`src/rtl/aes_ca_pkg.sv`:
```
package aes_ca_pkg;
  localparam int BLK_W = 128;
  localparam int KEY_W = 128;
  localparam int NB    = BLK_W / 8;
  localparam int NKW   = KEY_W / 32;
  localparam int NR    = KEY_W / 32 + 6;
  localparam int RULE_W = 8;

  typedef enum logic [2:0] {
    PH_IDLE, PH_LOAD, PH_LAUNCH, PH_WAIT, PH_MIX, PH_ADDKEY, PH_EMIT
  } phase_t;

  function automatic logic [7:0] gf_dbl(input logic [7:0] b);
    return {b[6:0], 1'b0} ^ (b[7] ? 8'h1b : 8'h00);
  endfunction

  function automatic logic [BLK_W-1:0] rot_rows(input logic [BLK_W-1:0] s);
    logic [BLK_W-1:0] o;
    for (int c = 0; c < 4; c++)
      for (int r = 0; r < 4; r++)
        o[BLK_W-1-8*(4*c+r) -: 8] = s[BLK_W-1-8*(4*((c+r)%4)+r) -: 8];
    return o;
  endfunction

  function automatic logic [BLK_W-1:0] mix_all(input logic [BLK_W-1:0] s);
    logic [BLK_W-1:0] o;
    logic [7:0] a0, a1, a2, a3;
    for (int c = 0; c < 4; c++) begin
      a0 = s[BLK_W-1-32*c -: 8];
      a1 = s[BLK_W-9-32*c -: 8];
      a2 = s[BLK_W-17-32*c -: 8];
      a3 = s[BLK_W-25-32*c -: 8];
      o[BLK_W-1-32*c  -: 8] = gf_dbl(a0) ^ gf_dbl(a1) ^ a1 ^ a2 ^ a3;
      o[BLK_W-9-32*c  -: 8] = a0 ^ gf_dbl(a1) ^ gf_dbl(a2) ^ a2 ^ a3;
      o[BLK_W-17-32*c -: 8] = a0 ^ a1 ^ gf_dbl(a2) ^ gf_dbl(a3) ^ a3;
      o[BLK_W-25-32*c -: 8] = gf_dbl(a0) ^ a0 ^ a1 ^ a2 ^ gf_dbl(a3);
    end
    return o;
  endfunction
endpackage

```
`src/rtl/ca_subst_unit.sv`:
```
module ca_subst_unit #(
  parameter int CELLS  = 8,
  parameter int ITER_W = 6
) (
  input  logic              clk,
  input  logic              rst,
  input  logic              launch,
  input  logic [CELLS-1:0]  din,
  input  logic [7:0]        rule,
  input  logic [ITER_W-1:0] steps,
  output logic [CELLS-1:0]  dout,
  output logic              fin
);
  logic [CELLS-1:0]  ring_q, ring_nx;
  logic [ITER_W-1:0] cnt_q;
  logic              run_q;
  logic [ITER_W:0]   cnt_inc;

  for (genvar i = 0; i < CELLS; i++) begin : g_cell
    localparam int LEFT  = (i + CELLS - 1) % CELLS;
    localparam int RIGHT = (i + 1) % CELLS;
    assign ring_nx[i] = rule[{ring_q[LEFT], ring_q[i], ring_q[RIGHT]}];
  end

  assign cnt_inc = {1'b0, cnt_q} + {{ITER_W{1'b0}}, 1'b1};

  always_ff @(posedge clk) begin
    if (rst) begin
      ring_q <= '0;
      cnt_q  <= '0;
      run_q  <= 1'b0;
      fin    <= 1'b0;
    end else if (launch) begin
      ring_q <= din;
      cnt_q  <= '0;
      run_q  <= 1'b1;
      fin    <= 1'b0;
    end else if (run_q) begin
      ring_q <= ring_nx;
      cnt_q  <= cnt_inc[ITER_W-1:0];
      if (cnt_inc >= {1'b0, steps}) begin
        run_q <= 1'b0;
        fin   <= 1'b1;
      end
    end
  end

  assign dout = ring_q;
endmodule

```
`src/rtl/aes_key_step.sv`:
```
module aes_key_step #(
  parameter int KW = 128
) (
  input  logic [KW-1:0] cur_key,
  input  logic [31:0]   sub_word,
  input  logic [7:0]    rcon,
  output logic [KW-1:0] next_key
);
  localparam int NW = KW / 32;
  logic [31:0] mixw;
  logic [31:0] nw [NW];

  assign mixw = sub_word ^ {rcon, 24'h0};

  for (genvar j = 0; j < NW; j++) begin : g_word
    if (j == 0) begin : g_first
      assign nw[j] = cur_key[KW-1 -: 32] ^ mixw;
    end else begin : g_rest
      assign nw[j] = cur_key[KW-1-32*j -: 32] ^ nw[j-1];
    end
    assign next_key[KW-1-32*j -: 32] = nw[j];
  end
endmodule

```
`src/rtl/aes_ca_core.sv`:
```
module aes_ca_core
  import aes_ca_pkg::*;
#(
  parameter int ITER_W = 6
) (
  input  logic              clk,
  input  logic              rst,
  input  logic              start,
  input  logic [127:0]      plaintext,
  input  logic [127:0]      key,
  input  logic [7:0]        rule,
  input  logic [ITER_W-1:0] iters,
  output logic [127:0]      ciphertext,
  output logic              done
);
  localparam int NU    = NB + 4;
  localparam int RND_W = $clog2(NR + 1);

  phase_t             phase_q;
  logic [BLK_W-1:0]   state_q;
  logic [KEY_W-1:0]   rkey_q, rkey_nx;
  logic [7:0]         rule_q, rcon_q;
  logic [ITER_W-1:0]  iters_q;
  logic [RND_W-1:0]   round_q;
  logic [31:0]        sword_q, rot_w, sword_w;
  logic [BLK_W-1:0]   sub_bytes;
  logic [NU-1:0]      sub_done;
  logic               launch, busy;

  assign launch = (phase_q == PH_LAUNCH);
  assign busy   = (phase_q != PH_IDLE);
  assign rot_w  = {rkey_q[23:0], rkey_q[31:24]};

  for (genvar b = 0; b < NB; b++) begin : g_state_sub
    ca_subst_unit #(.CELLS(8), .ITER_W(ITER_W)) i_unit (
      .clk(clk), .rst(rst), .launch(launch),
      .din(state_q[BLK_W-1-8*b -: 8]), .rule(rule_q), .steps(iters_q),
      .dout(sub_bytes[BLK_W-1-8*b -: 8]), .fin(sub_done[b])
    );
  end

  for (genvar j = 0; j < 4; j++) begin : g_key_sub
    ca_subst_unit #(.CELLS(8), .ITER_W(ITER_W)) i_unit (
      .clk(clk), .rst(rst), .launch(launch),
      .din(rot_w[31-8*j -: 8]), .rule(rule_q), .steps(iters_q),
      .dout(sword_w[31-8*j -: 8]), .fin(sub_done[NB+j])
    );
  end

  aes_key_step #(.KW(KEY_W)) i_key_step (
    .cur_key(rkey_q), .sub_word(sword_q), .rcon(rcon_q), .next_key(rkey_nx)
  );

  always_ff @(posedge clk) begin
    if (rst) begin
      phase_q    <= PH_IDLE;
      state_q    <= '0;
      rkey_q     <= '0;
      rule_q     <= '0;
      iters_q    <= '0;
      rcon_q     <= 8'h01;
      round_q    <= RND_W'(1);
      sword_q    <= '0;
      ciphertext <= '0;
      done       <= 1'b0;
    end else begin
      done <= 1'b0;
      unique case (phase_q)
        PH_IDLE: if (start) begin
          state_q <= plaintext;
          rkey_q  <= key;
          rule_q  <= rule;
          iters_q <= iters;
          rcon_q  <= 8'h01;
          round_q <= RND_W'(1);
          phase_q <= PH_LOAD;
        end
        PH_LOAD: begin
          state_q <= state_q ^ rkey_q;
          phase_q <= PH_LAUNCH;
        end
        PH_LAUNCH: phase_q <= PH_WAIT;
        PH_WAIT: if (&sub_done) begin
          state_q <= rot_rows(sub_bytes);
          sword_q <= sword_w;
          phase_q <= PH_MIX;
        end
        PH_MIX: begin
          if (round_q != RND_W'(NR)) state_q <= mix_all(state_q);
          phase_q <= PH_ADDKEY;
        end
        PH_ADDKEY: begin
          state_q <= state_q ^ rkey_nx;
          rkey_q  <= rkey_nx;
          rcon_q  <= gf_dbl(rcon_q);
          if (round_q == RND_W'(NR)) begin
            phase_q <= PH_EMIT;
          end else begin
            round_q <= round_q + RND_W'(1);
            phase_q <= PH_LAUNCH;
          end
        end
        PH_EMIT: begin
          ciphertext <= state_q;
          done       <= 1'b1;
          phase_q    <= PH_IDLE;
        end
        default: phase_q <= PH_IDLE;
      endcase
    end
  end
endmodule

```
`config.mk`:
```
export PLATFORM = sky130hd
export DESIGN_NAME = aes_ca_core
export DESIGN_NICKNAME = d
export VERILOG_FILES = /design/src/rtl/aes_ca_pkg.sv /design/src/rtl/ca_subst_unit.sv /design/src/rtl/aes_key_step.sv /design/src/rtl/aes_ca_core.sv
export SDC_FILE = /design/constraint.sdc
export NUM_CORES = 2
export LEC_CHECK = 0
export BUFFER_PORTS_ARGS = -buffer_cell sky130_fd_sc_hd__buf_2
export CAP_MARGIN = 15
export CELL_PAD_IN_SITES_DETAIL_PLACEMENT = 0
export CELL_PAD_IN_SITES_GLOBAL_PLACEMENT = 1
export CORE_ASPECT_RATIO = 0.6
export CORE_UTILIZATION = 43
export CTS_BUF_LIST = sky130_fd_sc_hd__clkbuf_16
export CTS_CLUSTER_SIZE = 28
export DETAILED_ROUTE_END_ITERATION = 12
export GPL_ROUTABILITY_DRIVEN = 0
export PLACE_DENSITY = 0.84
export SETUP_SLACK_MARGIN = 0.1
export SLEW_MARGIN = 40
export SYNTH_ARGS = -nofsm -noshare
export SYNTH_HDL_FRONTEND = slang
export SYNTH_SLANG_ARGS = --single-unit
```
`constraint.sdc`:
```
create_clock -name clk -period 2.15 [get_ports clk]
set_clock_uncertainty 0.05 [all_clocks]
set_input_delay 0 -clock clk [delete_from_list [all_inputs] [get_ports clk]]
set_output_delay 0 -clock clk [all_outputs]
set_load 0.03 [all_outputs]
```
== After elaboration in Yosys (flattened, before gate mapping) ==
Cells that the tools add are included.

* Register bits: 766
* Bits of input ports: 273
* Output and inout port bits: 129
* Logic and storage cells: 895

* Add/sub/neg operators: 21
* $lt $le $gt $ge: 180
* Eq/ne operators: 12
* Muxes and demuxes: 453
* Bitwise gates (word level): 88
* Reductions and logical operators: 51

{| class="wikitable"
|+ Operators with widths
! operator !! count
|-
| $lt 3x4->1 const B || 160
|-
| $pmux 128 s5 || 1
|-
| $mux 128 || 4
|-
| $xor 8x8->8 || 64
|-
| $bmux 1 s3 || 160
|-
| $mux 8 || 41
|-
| $pmux 128 s2 || 1
|-
| $xor 128x128->128 || 2
|-
| $mux 1 || 221
|-
| $xor 32x32->32 || 5
|-
| $add 6x1->7 const B || 20
|-
| $ge 7x6->1 || 20
|-
| $xor 8x5->8 || 17
|-
| $mux 5 || 17
|-
| $reduce_and 2->1 || 23
|-
| $reduce_bool 2->1 || 21
|-
| $reduce_and 21->1 || 1
|-
| $reduce_and 20->1 || 1
|-
| $pmux 3 s6 || 1
|-
| $pmux 8 s2 || 1
|-
| $eq 3x3->1 const B || 3
|-
| $mux 3 || 3
|-
| $mux 4 || 2
|-
| $ne 2x2->1 const B || 4
|-
| other kinds (11) || 12
|}

== Logic depth before layout (Yosys ltp) ==
* Depth after elaboration: 8
* Gate-level depth with buffers: 11

== By module ==
A second synthesis with hierarchy kept.

* Cell total of the unflattened synthesis: 6712
* Area, all modules: 56870.8 um2

{| class="wikitable"
|+ Modules (own cells, without submodules)
! module !! times used !! cells each !! area each (um2) !! sequential area each (um2)
|-
| ca_subst_unit || 20 || 165 || 1405.1 || 320.3
|-
| aes_ca_core || 1 || 3237 || 27218.6 || 8928.6
|-
| aes_key_step || 1 || 175 || 1550.2 || 0.0
|}

== Worst setup path after synthesis ==
OpenSTA, ideal clock, no wires.

* Kind: register to register
* Start: reg iters_q[0]
* End: reg g_key_sub[0].i_unit.fin
* Data arrival time: 1.912 ns
* Slack: 0.072 ns
* Cell stages (with the launch flop): 8
* Period minus slack after synthesis: 2.078 ns
* Cell sequence: dfxtp_1 -> ha_1 -> nand2b_1 -> a21o_1 -> a21o_1 -> a211oi_1 -> o21ai_0 -> o211a_1

* Word-level cells in the longest chain between the ends: 2

{| class="wikitable"
|+ Ends and longest elaborated chain
! what !! line !! RTL
|-
| from (decl) || aes_ca_core.sv:23 || <nowiki>logic [ITER_W-1:0] iters_q;</nowiki>
|-
| from (signal assigned) || aes_ca_core.sv:73 || <nowiki>iters_q <= iters;</nowiki>
|-
| $ge 7x6->1 || ca_subst_unit.sv:41 || <nowiki>if (cnt_inc >= {1'b0, steps}) begin</nowiki>
|-
| $reduce_and 2->1 (no line) || - ||
|-
| to (signal assigned) || ca_subst_unit.sv:32 || <nowiki>fin <= 1'b0;</nowiki>
|-
| to (signal assigned) || ca_subst_unit.sv:37 || <nowiki>fin <= 1'b0;</nowiki>
|-
| to (signal assigned) || ca_subst_unit.sv:43 || <nowiki>fin <= 1'b1;</nowiki>
|-
| to (decl) || ca_subst_unit.sv:12 || <nowiki>output logic fin</nowiki>
|}

Every way passes these cells.
A chain may end at the register's enable or synchronous reset.

== Worst setup path after layout ==
* Start: reg phase_q[2]
* End: reg rkey_q[66]

* Word-level cells in the longest chain between the ends: 3
* Elaborated cells between the ends (all ways): 6
* Those cells by class: eq/ne: 2; mux: 1; reduce/logical: 3

{| class="wikitable"
|+ Ends and longest elaborated chain
! what !! line !! RTL
|-
| from (decl) || aes_ca_core.sv:19 || <nowiki>phase_t phase_q;</nowiki>
|-
| from (signal assigned) || aes_ca_core.sv:56 || <nowiki>phase_q <= PH_IDLE;</nowiki>
|-
| from (signal assigned) || aes_ca_core.sv:76 || <nowiki>phase_q <= PH_LOAD;</nowiki>
|-
| from (signal assigned) || aes_ca_core.sv:80 || <nowiki>phase_q <= PH_LAUNCH;</nowiki>
|-
| $eq 3x3->1 or $logic_not 3->1 (tied branches) || aes_ca_core.sv:68 || <nowiki>unique case (phase_q)</nowiki>
|-
| $reduce_bool 2->1 (no line) or $ne 2x2->1 (tied branches) || - ||
|-
| $reduce_and 2->1 (no line) || - ||
|-
| to (signal assigned) || aes_ca_core.sv:71 || <nowiki>rkey_q <= key;</nowiki>
|-
| to (signal assigned) || aes_ca_core.sv:94 || <nowiki>rkey_q <= rkey_nx;</nowiki>
|-
| to (decl) || aes_ca_core.sv:21 || <nowiki>logic [KEY_W-1:0] rkey_q, rkey_nx;</nowiki>
|}

Several ways; a longest one is shown, not always the timed one.

==> flow_metrics.tcl <==
set metrics [dict create \
    run_status "finished with violations" \
    violations "negative setup slack" \
    yosys_most_used_dff "dfxtp_1" \
    wl_per_cell_um 28.3 \
    wl_um 254000 \
    power.leakage_nw 27.4 \
    slowest_stage "a221oi_1" \
    slew_violations 0 \
    most-common-layout-cells "dfxtp_1, nor2_1, buf_4" \
    critPathMaxFanout 39 \
    dpl_cell_area_um2 62000 \
    final_core_util_pct 56.3 \
    finalSetupViolations 3 \
    path_clk_slew_ns 0.07 \
    grt.total_usage_pct 37.1 \
    ios 402 \
    holdWs_ns 0.0147 \
    share_comb_of_total_power_pct 33.3 \
    initial_core_util_pct 43.5 \
    cpPeakStageDelay_ns 0.47 \
    dr_total_vias 57900 \
    hpwl_um 178000 \
    top_usage_layer "met2" \
    final.period_utilization_pct 102 \
    clockBufferDepth 3 \
    grt_util_met3_pct 20.8 \
    yosys-mux-area-fraction_pct 14.3 \
    synth_area_leaders "dfxtp_1, mux4_2, xnor2_1" \
    p_sw_mw 16.9 \
    synth-xor-area-share_pct 15.6 \
    tightest_slew_ns 0.808 \
    synth_nets 6839 \
    htree_levels 3 \
    synth.distinct_cells 67 \
    cap_violations 0 \
    numClockSinks 766 \
    ys_seq_area_share_pct 28.3 \
    fmax_mhz 458 \
    hold_violations 0 \
    post-route-min-period_ns 2.19 \
    power_mw 47.0 \
    ys_warn_count 0 \
    crit_buf_inv 3 \
    p_sw_share_pct 35.9 \
    num_rows 100 \
    drive_gt1_share_pct 26.9 \
    holdCritPathClass "in2reg" \
    slew_headroom_pct 46.1 \
    irDropWorstVdd_mv 0.616 \
    drt-initial-drc-count 10100 \
    synth_simple_gate_area_share_pct 12.9 \
    synth_area_um2 54200 \
    clkLatencyLatePin_ns 0.73 \
    netlist_instances 6424 \
    io_buffers 401 \
    yosysTopAreaCellShare_pct 28.3 \
    nNetsFinal 7603 \
    use_met1_pct 47.7 \
    grt_antenna_before_repair 25 \
    fin_setup_tns_ns -0.0698 \
    critPathRequiredTime_ns 2.69 \
    synth_top_family_by_area "compound AO/OA/AOI/OAI gates" \
    use_met2_pct 48.7 \
    synthAdderAreaFrac_pct 3.28 \
    grt-ovfl-total 0 \
    viasPerCell 6.46 \
    drc 0 \
    pre_cts_slack_ns -0.209 \
    ant_nets 0 \
    internal-power_mw 30.2 \
    cts_buffers 82 \
    areaGrowthSynthToFinish_pct 29.3 \
    cp-end-kind "register" \
    seqPwrFrac_pct 34.8 \
    dp.cells 8448 \
    layout_setup_ws_ns -0.0356 \
    p_per_area_nw_per_um2 672 \
    fp.coreArea_um2 124000 \
    worstSetupStartpointType "register" \
    firstDrtPassIters 13 \
    clockPowerShare_pct 32.0 \
    cp_data_arrival_time_ns 2.73 \
    die_w_um 460 \
    grt_first_pass_wirelength_um 351000 \
    critPathKind "reg2reg" \
    syn_avg_cell_area_um2 8.43 \
    final_cell_area_um2 70000 \
    yosys.area.top_type "dfxtp_1" \
    fp.dieH_um 277 \
    dieArea_um2 127000 \
    cpLargestDelayFamily "compound AO/OA/AOI/OAI gates" \
    path_cells "buf_12, buf_4, nand2_4, nand2_4, buf_12, o21ai_0, a221oi_1, nor2_1" \
    fin_cells 8962 \
    async_reset_ff_share_pct 0 \
    layout_commonest_cell "dfxtp_1" \
    synth_compound_area_share_pct 18.3 \
    cts_tree "yes" \
    cts_root_buf "clkbuf_16" \
    rsz0062_at_grt "yes" \
    synth_edf_count 0 \
    grt_pass1_vias 52100 \
    ys_ff_latch 766 \
    grt_max_degree 110 \
]
## power by group through the flow
| stage | combinational, mW | clock (mW) | sequential (mW) |
|---|---|---|---|
| finish | 15.7 | 15.0 | 16.3 |
| global route | 16.0 | 15.6 | 16.4 |
| CTS | 14.0 | 15.0 | 16.2 |
| detailed placement | 13.3 | 0 | 16.5 |
| global placement | 13.1 | 0 | 16.5 |
| floorplan | 8.85 | 0 | 15.5 |
## logic make-up after synthesis
logic type,count (synthesis)
AOI/OAI and AO/OA,1611
xor gates and xnor gates,924
and+or+nand+nor,1676
muxes,389
DFF,766
adders and majority gates,142
buffers and inverters,916
## Yosys cell counts (all sizes together) (21+ instances only)
library cell,n
a211oi,35
a21o,40
a21oi,631
a221oi,88
a22oi,129
a311oi,86
a31oi,25
and3,33
buf,337
clkbuf,476
dfxtp,766
ha,142
inv,103
mux2i,81
mux4,308
nand2,622
nand2b,23
nand3,129
nand4,36
nor2,670
nor2b,25
nor3,114
o211a,21
o211ai,26
o21ai,343
o22ai,50
o31ai,79
xnor2,570
xor2,341
## path summary, 6_finish.rpt
| path | endpoint | slack [ns] | start | cells after the start |
|---|---|---|---|---|
| min reg2reg | ciphertext[123]$_SDFFE_PP0P_ | 0.40 | ciphertext[123]$_SDFFE_PP0P_ | 2 |
| max reg2reg | rkey_q[66]$_SDFFE_PP0P_ | -0.04 | phase_q[2]$_SDFFE_PP0P_ | 8 |
| max | rkey_q[66]$_SDFFE_PP0P_ | -0.04 | phase_q[2]$_SDFFE_PP0P_ | 8 |
| min | rkey_q[103]$_SDFFE_PP0P_ | 0.01 | key[103] | 4 |
## layer usage
layer / part of all wire [%] / routed length [um] / vias up
met1: 36 / 91800 / 27500
met2: 38 / 96100 / 5067
met5: 0.37 / 928 / -
li1: - / - / 24100
met4: 6.8 / 17200 / 34
met3: 19 / 47500 / 1141
## sequential cells by signal, indices dropped and copies added (netlist names)
signal,count
state_q,128
phase_q,3
g_state_sub.i_unit.fin,16
round_q,4
rcon_q,8
done,1
g_state_sub.i_unit.run_q,16
g_key_sub.i_unit.dout,32
iters_q,6
g_state_sub.i_unit.dout,128
g_key_sub.i_unit.cnt_q,24
sword_q,32
rule_q,8
ciphertext,128
g_key_sub.i_unit.fin,4
g_key_sub.i_unit.run_q,4
rkey_q,128
g_state_sub.i_unit.cnt_q,96
## worst register-to-register path, delay by kind of cell, from the launching register on
| family | cells | cell delay, ns |
|---|---|---|
| and+or+nand+nor | 3 | 0.44 |
| AOI/OAI and AO/OA | 2 | 0.64 |
| buffers and inverters | 3 | 0.55 |
| DFF | 1 | 0.40 |
## area by class of cell
type	count	area, um^2
inverter	103	392
tap	1683	2110
sequential	766	15400
antenna	24	60.1
clock buffer	85	2130
multi-input combinational	4742	36300
timing repair buffer	1493	13000
clock inverter	66	576
fill	10700	54500
## repair_timing
item                                    in CTS  in global routing
endpoints found under the hold margin      593                  0
cloned                                       4                 16
hold buffers                               272                  0
setup buffers                                7                 40
endpoints found under the setup margin     288                240
gates resized for setup                     69                272
pin swaps                                   17                 95
Power figures use the tool's default switching activity.
